**config.mk**
```make
export PLATFORM = sky130hd
export DESIGN_NAME = exc_entry
export DESIGN_NICKNAME = d
export VERILOG_FILES = /design/src/rtl/exc_entry.sv
export SDC_FILE = /design/constraint.sdc
export NUM_CORES = 1
export LEC_CHECK = 0
export CAP_MARGIN = 15
export CORE_MARGIN = 3
export CORE_UTILIZATION = 35
export DETAILED_ROUTE_END_ITERATION = 16
export GPL_ROUTABILITY_DRIVEN = 0
export PLACE_DENSITY = 0.71
export RECOVER_POWER = 50
export SETUP_SLACK_MARGIN = 0.4
export SLEW_MARGIN = 20
export SYNTH_ARGS = -nofsm -noshare
export SYNTH_HDL_FRONTEND = slang
export SYNTH_SLANG_ARGS = --single-unit
export TNS_END_PERCENT = 100
```
**constraint.sdc**
```tcl
create_clock -name clk -period 4.5 [get_ports clk]
set_input_delay 0.675 -clock clk [delete_from_list [all_inputs] [get_ports clk]]
set_output_delay 0.675 -clock clk [all_outputs]
set_load 0.01 [all_outputs]
```
**src/rtl/exc_entry.sv**
```systemverilog
module exc_entry #(
  parameter logic [31:0] HIGH_BASE = 32'hFFFF0000
) (
  input  logic        clk,
  input  logic        rst_n,
  input  logic        entry_i,
  input  logic [6:0]  req_i,
  input  logic [31:0] pc_i,
  input  logic [31:0] psr_i,
  input  logic [4:0]  flags_i,
  input  logic        hivec_i,
  input  logic        exc_state_i,
  input  logic        vec_mode_i,
  output logic        valid_o,
  output logic        err_o,
  output logic [31:0] new_psr_o,
  output logic [31:0] saved_psr_o,
  output logic [2:0]  bank_o,
  output logic [31:0] link_o,
  output logic [31:0] fetch_pc_o
);
  localparam logic [4:0] M_FIQ = 5'h11, M_IRQ = 5'h12, M_SVC = 5'h13,
                         M_ABT = 5'h17, M_UND = 5'h1B;
  localparam logic [2:0] B_SVC = 3'd0, B_UND = 3'd1, B_ABT = 3'd2,
                         B_IRQ = 3'd3, B_FIQ = 3'd4;

  logic [4:0] off, mode;
  logic [2:0] bank;
  logic [3:0] lw, lc;
  logic       am, fm, hit;

  always_comb begin
    hit = |req_i;
    off = 5'h00; mode = M_SVC; bank = B_SVC; lw = 4'd0; lc = 4'd0; am = 1'b1; fm = 1'b1;
    if (req_i[0]) begin
      off = 5'h00; mode = M_SVC; bank = B_SVC; lw = 4'd0; lc = 4'd0; am = 1'b1; fm = 1'b1;
    end else if (req_i[4]) begin
      off = 5'h10; mode = M_ABT; bank = B_ABT; lw = 4'd8; lc = 4'd8; am = 1'b1; fm = 1'b0;
    end else if (req_i[6]) begin
      off = 5'h1C; mode = M_FIQ; bank = B_FIQ; lw = 4'd4; lc = 4'd4; am = 1'b1; fm = 1'b1;
    end else if (req_i[5]) begin
      off = 5'h18; mode = M_IRQ; bank = B_IRQ; lw = 4'd4; lc = 4'd4; am = 1'b1; fm = 1'b0;
    end else if (req_i[3]) begin
      off = 5'h0C; mode = M_ABT; bank = B_ABT; lw = 4'd4; lc = 4'd4; am = 1'b1; fm = 1'b0;
    end else if (req_i[1]) begin
      off = 5'h04; mode = M_UND; bank = B_UND; lw = 4'd4; lc = 4'd2; am = 1'b0; fm = 1'b0;
    end else if (req_i[2]) begin
      off = 5'h08; mode = M_SVC; bank = B_SVC; lw = 4'd4; lc = 4'd2; am = 1'b0; fm = 1'b0;
    end
  end

  logic [31:0] npsr;
  always_comb begin
    npsr = psr_i;
    npsr[4:0]   = mode;
    npsr[24]    = 1'b0;
    npsr[26:25] = 2'b00;
    npsr[15:10] = 6'b0;
    npsr[5]     = psr_i[5] | exc_state_i;
    npsr[7]     = 1'b1;
    npsr[8]     = psr_i[8] | am;
    npsr[6]     = psr_i[6] | fm;
  end

  wire [31:0] base = hivec_i ? HIGH_BASE : 32'h0;
  wire [3:0]  lofs = psr_i[5] ? lc : lw;

  always_ff @(posedge clk) begin
    if (!rst_n) begin
      valid_o <= 1'b0; err_o <= 1'b0;
      new_psr_o <= '0; saved_psr_o <= '0; bank_o <= '0; link_o <= '0; fetch_pc_o <= '0;
    end else begin
      valid_o <= 1'b0;
      err_o   <= 1'b0;
      if (entry_i && hit) begin
        if (vec_mode_i) err_o <= 1'b1;
        else begin
          valid_o     <= 1'b1;
          new_psr_o   <= npsr;
          saved_psr_o <= psr_i | {flags_i, 27'b0};
          bank_o      <= bank;
          link_o      <= pc_i + {28'b0, lofs};
          fetch_pc_o  <= base + {27'b0, off};
        end
      end
    end
  end
endmodule

```
==> results.md <==
* Critical path capture point type: flop
* EDFF count, synth at 0
* Via count at 3914
* Multi-input gate area at 1921 µm²
* PD cells at 312.2 nW/µm²
* CTS sink count at 86
* Final setup viols at 0
* Global-route wire length before repair at 18.18 mm
* Reg2reg path depth at 2
* Worst reg-to-reg setup slack at 3590 ps
* TritonCTS clock tree: built
* Fill cell count at 1109
* WS Path Type: in2reg
* Root Buffer: clkbuf_16
* Reg-to-Reg Start: fetch_pc_o[30]$_SDFFE_PN0P_
* Top post-synthesis cells by area: dfxtp_1 (42%), buf_4 (8.9%), a21oi_1 (8.5%)
* Final worst-path cycle share at 0.7410
* Final setup TNS at 0 ps
* VDD IR-drop max at 0.1496 mV
* Synth Warn # at 0
* Synth Instances at 504
* Sequential area share after synthesis at 0.4161
* Fmax at 0.2999 GHz
* Share of the synthesized area in the top cell type at 0.4161
* Post-DRT Antenna Nets at 0
* Post-DP HPWL at 8.818 mm
* Max Cap Viol at 0
* Worst-Margin Slew at 1015 ps
* Share of cells above drive strength 1 at 0.04711
* Status: completed
* Initial DRC count at 165
* Min-delay worst type: reg2reg
* Seq cells post-synth at 86
* Design area at 6116 µm²
* Distinct cell type count of the synthesized netlist at 47
* H-tree depth at 3
* Vias per std cell at 4.886
* Cell area after synthesis at 4138 µm²
* Worst-path clk slew at 70 ps
* CTS resizes at 0
* Worst EP required at 4760 ps
* Area Overhead vs Synth at 47.81%
* Antenna violations before repair at 0
* Top FF cell, synth: dfxtp_1
* Commonest cells after routing, fill and taps aside: clkdlybuf4s50_1 (96), dlygate4sd3_1 (96), nand2_1 (86), dfxtp_1 (86), a21oi_1 (70)
* Tmin final at 3335 ps
* Slew Limit Fails at 0
* Initial Utilization at 0.3608
* Crit Path Max Fanout at 10
* Leakage power at 2.484 nW
* Post-layout nets at 739
* Port bufs at 192
* IO Pins at 215
* Clk_skew at 0 ps
* Hold Slack at 451.2 ps
* Postcts setup bufs at 0
* Die area at 13160 µm²
* Fraction of registers with async set/reset at 0
* Hold Path Origin: saved_psr_o[12]$_SDFFE_PN0P_
* Worst-skew pair later-pin latency at 330 ps
* Area leader, netlist: dfxtp_1
* Number of global-route vias before repair at 3657
* Core ar. at 11470 µm²
* Relative slew slack at 0.3235
* Height of the die at 114.7 µm
* Worst Setup Start Kind: input pin
* DRC Markers at 0
* Largest net degree at the start of global routing at 58
* Hold Path End: saved_psr_o[12]$_SDFFE_PN0P_
* All-layer global routing usage at 0.1722
* Capture point of the worst reg-to-reg path: fetch_pc_o[30]$_SDFFE_PN0P_
* Final hold viol count at 0
* RSZ-0062 raised after global routing: no
* Core Rows at 39
* Flip-flop and latch area at 1722 µm²
* Number of inserted diodes at 0
* Routed len/inst at 14.75 µm
* CTS Buffer Depth at 2
* Width of the die at 114.7 µm
* CP Data Arrival Time at 3600 ps
* Detailed Route WL at 11.81 mm
* Initial DRT Pass Iterations at 4
* Hold Path Depth at 2
* Hold_buf cts at 0
* Synth Area per Inst at 8.210 µm²
* Remaining Overflow, GRT at 0
* Dpl cell area at 5823 µm²
* Clock buffer count from CTS at 9
-- cells by family after synthesis --
group                      count (synthesis)  share of synthesized area
and+or+nand+nor                          186                     0.2198
AOI/OAI and AO/OA                        116                     0.1545
DFF                                       86                     0.4161
buffers and inverters                     85                     0.1397
xor gates and xnor gates                  26                    0.05504
adders and majority gates                  4                    0.01391
other                                      1                  0.0009063
-- metrics by stage --
step | cells | utilization | worst slack [ps] | power, mW
3_3_place_gp | 785 | 0.5078 | 991.5 | 1.189
3_5_place_dp | 785 | 0.5078 | 888.8 | 1.195
2_1_floorplan | 525 | - | 1708 | 1.015
6_report | 801 | 0.5333 | 1165 | 1.909
4_1_cts | 801 | 0.5343 | 1251 | 1.958
5_1_grt | 801 | 0.5333 | 901.2 | 2.003
-- worst max path at each step --
stage                        start                       to  slack, ps  cells after the start
after floorplan           req_i[0]  link_o[29]$_SDFFE_PN0P_       1710                     11
after global placement    req_i[0]  link_o[25]$_SDFFE_PN0P_        990                     11
after detailed placement  req_i[0]  link_o[29]$_SDFFE_PN0P_        890                     11
after CTS                 req_i[0]  link_o[29]$_SDFFE_PN0P_       1250                     11
after global routing      req_i[0]  link_o[29]$_SDFFE_PN0P_        900                     11
final                     req_i[0]  link_o[29]$_SDFFE_PN0P_       1170                     11
-- per-layer routing --
| metal | GRT usage | vias to the layer above | share of wire |
|---|---|---|---|
| met2 | 0.2938 | 145 | 0.48 |
| met4 | 0.03286 | 0 | 0.0056 |
| met1 | 0.2106 | 1816 | 0.42 |
| li1 | - | 1948 | - |
| met5 | 0 | - | 0 |
| met3 | 0.06316 | 5 | 0.094 |
-- sequential cells by signal, indices dropped and copies added (netlist names) --
name,cells
saved_psr_o,32
bank_o,3
valid_o,1
link_o,32
new_psr_o,13
err_o,1
fetch_pc_o,4
-- critical path: stages --
cell and delay [ps]:
dlygate4sd3_1 650, nor3_1 260, nand2_1 110, nor3b_1 200, ha_1 240, fa_1 230
a21oi_1 150, nor4_4 490, nand2_1 130, or3_1 330, a31oi_1 150
-- power by group --
part / leakage, nW / internal (mW) / total [mW] / switching (mW)
logic: 1.63 / 0.173 / 0.334 / 0.162
clock network: 0.151 / 0.437 / 0.751 / 0.314
registers: 0.706 / 0.803 / 0.823 / 0.0207
total: 2.48 / 1.41 / 1.91 / 0.497
-- cell usage after synthesis, drive strengths merged, types with 2 or more instances --
library cell / count
dfxtp: 86
or3: 4
o21ai: 27
nand3: 12
a21oi: 71
a31oi: 3
a211oi: 6
nor4: 2
clkbuf: 11
nor2: 31
nand4: 12
xor2: 21
nor2b: 2
and3: 4
and2: 3
xnor2: 5
or4: 2
ha: 3
nor3: 20
inv: 5
and4: 5
buf: 69
nand2: 87
-- final cells by class --
type | instances | share of cell area
well taps | 143 | 0.02926
clock buffers | 9 | 0.03682
multi-input cells | 354 | 0.3140
inverters | 5 | 0.003069
clock inverters | 7 | 0.01289
repair buffers | 197 | 0.3224
flip-flops and latches | 86 | 0.2815
Note: power is estimated with default switching activity, not from simulation.
